`src/rtl/ccd_pkg.sv`:
```
package ccd_pkg;

    // Select codes follow a one-bit-apart order across the four ratios.
    typedef enum logic [1:0] {
        SEL_DIV8 = 2'b00,
        SEL_DIV4 = 2'b01,
        SEL_DIV2 = 2'b11,
        SEL_DIV1 = 2'b10
    } div_sel_e;

    // Length of one output phase, in reference cycles, for a select code.
    function automatic int unsigned half_len(div_sel_e s, int unsigned base);
        case (s)
            SEL_DIV1: return base;
            SEL_DIV2: return base * 2;
            SEL_DIV4: return base * 4;
            default:  return base * 8;
        endcase
    endfunction

    // True when both select bits moved at once.
    function automatic logic both_bits_moved(logic [1:0] a, logic [1:0] b);
        return (a ^ b) == 2'b11;
    endfunction

endpackage

```
`src/rtl/ccd_sync.sv`:
```
module ccd_sync #(
    parameter int W = 2
) (
    input  logic         clk,
    input  logic         rst,
    input  logic [W-1:0] d,
    output logic [W-1:0] q
);
    logic [W-1:0] meta;

    always_ff @(posedge clk) begin
        if (rst) begin
            meta <= '0;
            q    <= '0;
        end else begin
            meta <= d;
            q    <= meta;
        end
    end
endmodule

```
`src/rtl/ccd_sel_ctrl.sv`:
```
module ccd_sel_ctrl #(
    parameter int CNT_W = 8
) (
    input  logic                 clk,
    input  logic                 rst,
    input  logic [1:0]           sel_s,
    input  logic [CNT_W-1:0]     half_cur,
    output ccd_pkg::div_sel_e    sel_ok
);
    import ccd_pkg::*;

    logic [1:0]       sel_prev;
    logic             hold;
    logic [CNT_W-1:0] hold_cnt;
    logic [CNT_W-1:0] hold_load;

    // One full period of the ratio currently running, minus one.
    always_comb hold_load = (half_cur << 1) - CNT_W'(1);

    always_ff @(posedge clk) begin
        if (rst) begin
            sel_prev <= SEL_DIV8;
            sel_ok   <= SEL_DIV8;
            hold     <= 1'b0;
            hold_cnt <= '0;
        end else begin
            sel_prev <= sel_s;
            if (sel_s != sel_prev) begin
                if (both_bits_moved(sel_s, sel_prev) || hold) begin
                    hold     <= 1'b1;
                    hold_cnt <= hold_load;
                end else begin
                    sel_ok <= div_sel_e'(sel_s);
                end
            end else if (hold) begin
                if (hold_cnt == '0) begin
                    hold   <= 1'b0;
                    sel_ok <= div_sel_e'(sel_s);
                end else begin
                    hold_cnt <= hold_cnt - CNT_W'(1);
                end
            end
        end
    end

    // the adopted ratio stays frozen while a two-bit change is waiting.
    a_r7_hold_freezes: assert property (@(posedge clk) disable iff (rst)
        hold |-> $stable(sel_ok));
endmodule

```
`src/rtl/ccd_gen.sv`:
```
module ccd_gen #(
    parameter int HALF_BASE = 8,
    parameter int CNT_W     = 8
) (
    input  logic              clk,
    input  logic              rst,
    input  logic              en,
    input  ccd_pkg::div_sel_e sel_ok,
    output logic              card_clk,
    output logic [CNT_W-1:0]  half_cur
);
    import ccd_pkg::*;

    logic             running;
    logic [CNT_W-1:0] cnt;
    logic [CNT_W-1:0] half_next;
    logic             phase_end;

    always_comb half_next = CNT_W'(half_len(sel_ok, HALF_BASE));
    always_comb phase_end = (cnt == half_cur - CNT_W'(1));

    always_ff @(posedge clk) begin
        if (rst) begin
            running  <= 1'b0;
            card_clk <= 1'b0;
            cnt      <= '0;
            half_cur <= CNT_W'(half_len(SEL_DIV8, HALF_BASE));
        end else if (!running) begin
            cnt <= '0;
            if (en) begin
                running  <= 1'b1;
                card_clk <= 1'b1;
                half_cur <= half_next;
            end
        end else if (phase_end) begin
            cnt <= '0;
            if (card_clk) begin
                card_clk <= 1'b0;
            end else if (en) begin
                card_clk <= 1'b1;
                half_cur <= half_next;
            end else begin
                running <= 1'b0;
            end
        end else begin
            cnt <= cnt + CNT_W'(1);
        end
    end

    // a rising edge needs enable sampled high.
    a_r5_rise_needs_enable: assert property (@(posedge clk) disable iff (rst)
        $rose(card_clk) |-> $past(en));

    // the phase length only changes together with a rising edge.
    a_r3_commit_at_rise: assert property (@(posedge clk) disable iff (rst)
        !$stable(half_cur) |-> $rose(card_clk));

    // the divider only stops after enable was dropped.
    a_r6_stop_needs_disable: assert property (@(posedge clk) disable iff (rst)
        $fell(running) |-> !$past(en));

    // the phase counter never runs past the current phase length.
    a_r4_count_in_range: assert property (@(posedge clk) disable iff (rst)
        running |-> cnt < half_cur);
endmodule

```
`src/rtl/card_clk_divider.sv`:
```
module card_clk_divider #(
    parameter int HALF_BASE = 8
) (
    input  logic       clk_ref,
    input  logic       rst,
    input  logic [1:0] div_sel,
    input  logic       clk_en,
    output logic       card_clk,
    output logic       ref_clk_out
);
    import ccd_pkg::*;

    localparam int CNT_W = $clog2(HALF_BASE * 16 + 1);

    logic [1:0]       sel_s;
    div_sel_e         sel_ok;
    logic [CNT_W-1:0] half_cur;

    assign ref_clk_out = clk_ref;

    ccd_sync #(.W(2)) u_sync (
        .clk (clk_ref),
        .rst (rst),
        .d   (div_sel),
        .q   (sel_s)
    );

    ccd_sel_ctrl #(.CNT_W(CNT_W)) u_sel (
        .clk      (clk_ref),
        .rst      (rst),
        .sel_s    (sel_s),
        .half_cur (half_cur),
        .sel_ok   (sel_ok)
    );

    ccd_gen #(.HALF_BASE(HALF_BASE), .CNT_W(CNT_W)) u_gen (
        .clk      (clk_ref),
        .rst      (rst),
        .en       (clk_en),
        .sel_ok   (sel_ok),
        .card_clk (card_clk),
        .half_cur (half_cur)
    );
endmodule

```
`config.mk`:
```
export PLATFORM = sky130hd
export DESIGN_NAME = card_clk_divider
export DESIGN_NICKNAME = d
export VERILOG_FILES = /design/src/rtl/ccd_pkg.sv /design/src/rtl/ccd_sync.sv /design/src/rtl/ccd_sel_ctrl.sv /design/src/rtl/ccd_gen.sv /design/src/rtl/card_clk_divider.sv
export SDC_FILE = /design/constraint.sdc
export NUM_CORES = 1
export LEC_CHECK = 0
export ABC_CLOCK_PERIOD_IN_PS = 2050
export BUFFER_PORTS_ARGS = -buffer_cell sky130_fd_sc_hd__buf_2
export CORE_MARGIN = 3
export CORE_UTILIZATION = 25
export CTS_BUF_LIST = sky130_fd_sc_hd__clkbuf_16
export CTS_CLUSTER_DIAMETER = 200
export DETAILED_ROUTE_END_ITERATION = 10
export MAX_ROUTING_LAYER = met4
export PLACE_DENSITY = 0.38
export SKIP_CTS_REPAIR_TIMING = 1
export SLEW_MARGIN = 40
export SYNTH_ARGS = -nofsm -noshare
export SYNTH_HDL_FRONTEND = slang
export SYNTH_SLANG_ARGS = --single-unit
```
`constraint.sdc`:
```
create_clock -name clk_ref -period 2.05 [get_ports clk_ref]
set_input_delay 0.41 -clock clk_ref [delete_from_list [all_inputs] [get_ports clk_ref]]
set_output_delay 0.41 -clock clk_ref [all_outputs]
set_load 0.005 [all_outputs]
```
==> results.md, run 1 <==
- Synth cell types: 41
- Yosys top cell by area: dfxtp_1
- Finished Layout Cells: 264
- Asr flop ratio synth: 0
- Top routing layer used: met4
- Net count, final: 200
- First-pass GRT wire length: 5520 um
- Die Wd: 83.50 um
- Hold Crit Depth: 2
- DRC Markers: 0
- Setup TNS: 0 ns
- Mapped cell area: 1501 um2
- Layout Skew: 0.006605 ns
- Diodes inserted: 0
- 1st-iter DRT viols: 79
- Fillers: 581
- Dominant synthesized flop cell: dfxtp_1
- Worst-path clk slew: 0.05 ns
- Reg2reg setup slack: 0.04 ns
- Syn_nets: 176
- Crit. End Element: register
- Relative slew slack: 0.7017
- Fin crit share: 0.9806
- Total Routed Length: 3173 um
- Num ports: 7
- Final setup violation count: 0
- Crit path buf inv count: 1
- Post-DP HPWL: 2332 um
- Vias/cell: 4.682
- WHS: 0.2383 ns
- Ratio of cells with drive above 1 in the final layout: 0.2240
- Total GRT Usage: 0.1020
- Die Height: 83.50 um
- Port bufs: 6
- Top cells by area, synth: dfxtp_1 (41%), xor2_1 (5.8%), nor2_1 (5.0%)
- Starting Density: 0.2661
- Hold path start: div_sel[1]
- Number of flops mapped to enable cells by yosys: 0
- PwrDens: 910.7 nW/um2
- Largest net degree at the start of global routing: 25
- Number of global-route vias before repair: 1198
- FF-to-FF Start: u_sel.hold_cnt[0]
- Slowest cell on crit path: or4b_4
- Setup WS post-layout: 0.03979 ns
- CTS tree: done
- Sequence of cells on the critical path: inv_2 > ha_4 > or3b_4 > or4b_4 > a2bb2oi_4 > mux2i_1 > nor2_1
- Drt pass-1 iters: 4
- GPL Wtd Cong: 0.7341
- Mapped Cells: 168
- Post-Syn Area per Cell: 8.937 um2
- Core area: 5642 um2
- Syn. warnings: 0
- Yosys reg bits: 31
- Final core occ: 0.3444
- Critical Path Fanout Max: 5
- Post-synth top area share: 0.4133
- Pins over their slew limit: 0
- Sequential cell area: 623.1 um2
- Worst-Margin Slew: 0.4474 ns
- Hold Path End: u_sync.meta[1]
- Status: complete, no violations
- Met2 Wirelength: 1468 um
- Post-DRT Antenna Nets: 0
- Fmax: 497.5 MHz
- Multi-input logic area: 874.6 um2
- Wl on met1: 1536 um
- Clk_lat worst skew: 0.38 ns
- Reg2reg path depth: 7
- DR WL met3: 101 um
- Site Rows: 27
- Min Tclk post-route: 2.010 ns
- Data required time of the critical path: 2.31 ns
- Pre-CTS WS: -0.07125 ns
- Hold Violations, Final: 0
- GR Overflow Total: 0
- Area grow syn2layout: 29.42%
- Startpoint Class: register
- Max incr delay on CP: 0.54 ns
- VDD IR max: 729.4 uV
- Delay-heaviest family, CP: simple AND/OR/NAND/NOR gates
- Placed Cells: 254
- Hold WC Path Type: input port to register
- Via count: 1236
- Die footprint: 6971 um2
- R2r endpoint: u_sel.sel_ok[1]
- Sequential share of the synthesized area: 0.4133
- WL/cell: 12.02 um
- Maxcap violations: 0
- Initial antenna violation count: 0
- Arrival time of the worst setup path: 2.27 ns
- Leak Pwr: 0.7583 nW
- Worst Path Class, Setup: register to register
- RSZ-0062 raised after global routing: true
==> synthesized netlist by cell type (all sizes together) (3+ instances only) <==
cell type and number:
a211oi 4, dfxtp 31, o21ai 7, xnor2 8, ha 3, nor2b 10
clkbuf 4, inv 5, nor3 4, nand3 10, nor3b 3, and3 3
xor2 10, o211ai 3, a21oi 10, nand2 8, nor2 20
==> layout by cell type, fill, tap and decap left out, drive strengths merged, types with 2 or more instances in the layout <==
| master | instances |
|---|---|
| a21oi | 10 |
| nor3b | 3 |
| o211ai | 3 |
| clkbuf | 8 |
| ha | 3 |
| a221oi | 2 |
| nor2b | 10 |
| a211oi | 4 |
| nor4 | 2 |
| buf | 19 |
| o21ai | 7 |
| clkinv | 2 |
| xnor2 | 8 |
| nor2 | 20 |
| or3b | 2 |
| inv | 5 |
| nor3 | 4 |
| dfxtp | 31 |
| mux2i | 2 |
| xor2 | 10 |
| nand3 | 10 |
| and3 | 3 |
| nand2 | 8 |
==> where the power goes <==
part | internal, mW | total (mW) | leakage, nW | switching, mW
Sequential | 0.621 | 0.636 | 0.253 | 0.0155
Clock | 0.696 | 0.984 | 0.108 | 0.288
Combinational | 0.0705 | 0.150 | 0.397 | 0.0791
==> worst max-delay path by stage <==
stage / start / to / slack, ns / cells past startpoint
final: u_sel.hold_cnt[0] / u_sel.sel_ok[1] / 0.04 / 7
after global routing: u_sel.hold_cnt[0] / u_sel.sel_ok[1] / -0.03 / 7
after CTS: u_sel.hold_cnt[0] / u_sel.sel_ok[1] / -0.09 / 7
after detailed placement: u_sel.hold_cnt[0] / u_sel.sel_ok[1] / -0.07 / 7
after global placement: u_sel.hold_cnt[0] / u_sel.sel_ok[0] / -0.02 / 7
after floorplan: u_sel.hold_cnt[0] / u_sel.sel_ok[0] / 0.02 / 7
==> flip-flops by register name, indices dropped and copies added, names as in the netlist <==
name            cells
u_sel.sel_ok        2
u_gen.half_cur      4
u_gen.cnt           8
u_sync.meta         2
u_gen.running       1
u_sel.hold_cnt      8
u_gen.card_clk      1
u_sel.sel_prev      2
u_sel.hold          1
u_sync.q            2
==> logic make-up (layout without fill, tap and decap cells) <==
kind of cell	after synthesis	in the layout	synth area share
mux	2	2	0.01333
fa+ha+maj	3	3	0.02500
xor+xnor	18	18	0.1050
buf+inv	10	34	0.02750
flops	31	31	0.4133
simple gates	69	69	0.2492
compound gates	35	35	0.1667
==> cell type report <==
class | count | area share
clock buffer | 9 | 0.1056
clock inverter | 2 | 0.004507
inverter | 5 | 0.009659
multi-input combinational | 127 | 0.4501
sequential | 31 | 0.3207
tap | 72 | 0.04636
timing repair buffer | 18 | 0.06310
==> layer usage <==
layer / track usage / vias up
met1: 0.1213 / 569
met3: 0.03159 / 5
met5: - / -
li1: - / 647
met2: 0.1523 / 15
met4: 0.05848 / 0
==> stage by stage <==
step,cell area (um2),total power [mW]
6_report,1943,1.770
5_1_grt,1943,1.853
4_1_cts,1906,1.796
3_5_place_dp,1697,0.8101
3_3_place_gp,1697,0.8093
2_1_floorplan,1501,0.7812
(Power assumes the default switching activity.)
==> run 2: changes to the inputs <==
--- a/config.mk
+++ b/config.mk
@@ -14,6 +14,7 @@
 export DETAILED_ROUTE_END_ITERATION = 10
 export MAX_ROUTING_LAYER = met4
 export PLACE_DENSITY = 0.38
+export REMOVE_ABC_BUFFERS = 1
 export SKIP_CTS_REPAIR_TIMING = 1
 export SLEW_MARGIN = 40
 export SYNTH_ARGS = -nofsm -noshare
==> constraint.sdc (replaced) <==
create_clock -name clk_ref -period 2.05 [get_ports clk_ref]
set_input_delay 0.1025 -clock clk_ref [delete_from_list [all_inputs] [get_ports clk_ref]]
set_output_delay 0.1025 -clock clk_ref [all_outputs]
set_load 0.005 [all_outputs]
==> run 2 against run 1 <==
Final area is 1.7% higher. Clock power is 0.4% higher. Sequential share of layout area is 0.61 points lower. First-iteration DRC count is 3.8% lower. Total power is 0.46% higher. Core utilization is 0.60 points higher. Clock skew is 0.0025 ns lower. Largest cell class unchanged.
==> results.md, run 2 (same netlist as run 1, synthesis figures left out) <==
- Post-Layout Inst Area: 1977 um2 (+1.7%)
- Area after DPL: 1704 um2 (+0.44%)
- Most common cell after layout, fill and taps aside: dfxtp_1
- Diodes inserted: 0 (unchanged)
- First-pass GRT wire length: 5375 um (-2.6%)
- Hold WC Path Type: input port to register
- Clock share of power: 0.556 (about the same)
- Clk_lat worst skew: 0.38 ns (about the same)
- Sw Share: 0.2163 (+0.0003554)
- Critical Path Start: u_sel.hold_cnt[0]
- Arrival time of the worst setup path: 2.24 ns (-0.03 ns)
- Leak Pwr: 0.7776 nW (+2.6%)
- GR Overflow Total: 0 (unchanged)
- Starting Density: 0.2661 (unchanged)
- Critical Path Fanout Max: 5 (unchanged)
- Fmax: 502.6 MHz (+1.0%)
- Fin crit share: 0.9705 (-0.01012)
- Total GRT Usage: 0.09882 (-0.003228)
- WL/cell: 11.64 um (-3.1%)
- Pins over their slew limit: 0 (unchanged)
- Layout Skew: 0.004121 ns (-0.002484 ns)
- P_int: 1.393 mW (+0.42%)
- Post-DP HPWL: 2273 um (-2.5%)
- Total Routed Length: 3120 um (-1.7%)
- Sequence of cells on the critical path: inv_2 > ha_4 > or3b_4 > or4b_4 > a2bb2oi_4 > mux2i_1 > nor2_1
- Net count, final: 203 (+1.5%)
- Crit. End Element: register
- DRC Markers: 0 (unchanged)
- Die footprint: 6971 um2 (unchanged)
- Num ports: 7 (unchanged)
- Data required time of the critical path: 2.30 ns (about the same)
- Hold Violations, Final: 0 (unchanged)
- Ratio of cells with drive above 1 in the final layout: 0.2194 (-0.004571)
- Pre-CTS WS: -0.04875 ns (+0.02251 ns)
- Biggest regs: u_gen.cnt: 8 flops, u_sel.hold_cnt: 8 flops, u_gen.half_cur: 4 flops
- Sequential Power Share: 0.358 (-0.002)
- Site Rows: 27 (unchanged)
- VDD IR max: 629.5 uV (-14%)
- Delay-heaviest family, CP: simple AND/OR/NAND/NOR gates
- Commonest non-fill, non-tap cells in the layout: dfxtp_1 (30), nor2_1 (20), buf_4 (14)
- Port bufs: 6 (unchanged)
- Logic pwr share: 0.086 (about the same)
- Drt pass-1 iters: 4 (unchanged)
- Crit path buf inv count: 1 (unchanged)
- Worst Path Class, Setup: register to register
- PwrDens: 899.3 nW/um2 (-1.3%)
- GPL Wtd Cong: 0.8078 (+10%)
- Finished Layout Cells: 268 (+1.5%)
- CTS tree: done
- Post-DRT Antenna Nets: 0 (unchanged)
- Worst-path clk slew: 0.05 ns (about the same)
- Worst-Margin Slew: 0.4717 ns (+0.02433 ns)
- Hold path start: clk_en
- Status: complete, no violations
- Max incr delay on CP: 0.54 ns (about the same)
- Setup WS post-layout: 0.06054 ns (+0.02075 ns)
- Final setup violation count: 0 (unchanged)
- Die Height: 83.50 um (unchanged)
- Final core occ: 0.3504 (+0.005988)
- Min Tclk post-route: 1.989 ns (-0.02075 ns)
- Vias/cell: 4.743 (+1.3%)
- Core area: 5642 um2 (unchanged)
- FF-to-FF Start: u_sel.hold_cnt[0]
- Die Wd: 83.50 um (unchanged)
- RSZ-0062 raised after global routing: true
- Sw Pwr: 384.5 uW (+0.63%)
- Placed Cells: 255 (+0.39%)
- Largest net degree at the start of global routing: 25 (unchanged)
- 1st-iter DRT viols: 76 (-3.8%)
- Number of global-route vias before repair: 1268 (+5.8%)
- Maxcap violations: 0 (unchanged)
- Via count: 1271 (+2.8%)
- Startpoint Class: register
- Initial antenna violation count: 0 (unchanged)
- Area grow syn2layout: 31.67%
- Slowest cell on crit path: or4b_4
- Relative slew slack: 0.6855 (-0.01622)
## run 2: cell type report
| cell class | count | area [um2] |
|---|---|---|
| Multi-Input combinational cell | 127 | 878.3 |
| Sequential cell | 31 | 621.8 |
| Clock inverter | 3 | 12.51 |
| Timing Repair Buffer | 21 | 150.1 |
| Inverter | 5 | 18.77 |
| Fill cell | 570 | 3665 |
| Tap cell | 72 | 90.09 |
| Clock buffer | 9 | 205.2 |
## run 2: power by group through the flow
stage	logic, mW	clock network (mW)	registers [mW]
6_report	0.154	0.988	0.636
5_1_grt	0.169	1.05	0.638
4_1_cts	0.143	1.02	0.636
3_5_place_dp	0.142	0.0212	0.648
3_3_place_gp	0.142	0.0212	0.648
2_1_floorplan	0.0981	0	0.645
## run 2: worst min-delay path: stages
cell and delay (ns):
buf_2 0.12, nor2_1 0.08, a211oi_1 0.05
## run 2: path summary, 6_finish.rpt
kind                endpoint  slack, ns  cells after the start
max          u_sel.sel_ok[1]       0.06                      7
max reg2reg  u_sel.sel_ok[1]       0.06                      7
min reg2reg     u_gen.cnt[0]       0.44                      1
min            u_gen.running       0.03                      3
## run 2: per-layer routing
metal  GRT usage  up-vias  part of all wire
li1            -      648                 -
met1      0.1086      599              0.47
met2      0.1538       19              0.48
met3     0.03356        5             0.029
met4     0.06140        0             0.014
met5           -        -                 0
## run 2: per-stage QoR
stage          TNS (ns)  total power [mW]  hold slack (ns)
2_1_floorplan         0            0.7432           0.1025
3_3_place_gp   -0.01934            0.8110           0.1854
3_5_place_dp   -0.08550            0.8120           0.1854
4_1_cts         -0.1186             1.797         -0.07527
5_1_grt        -0.07864             1.862          0.04219
6_report              0             1.778          0.03449
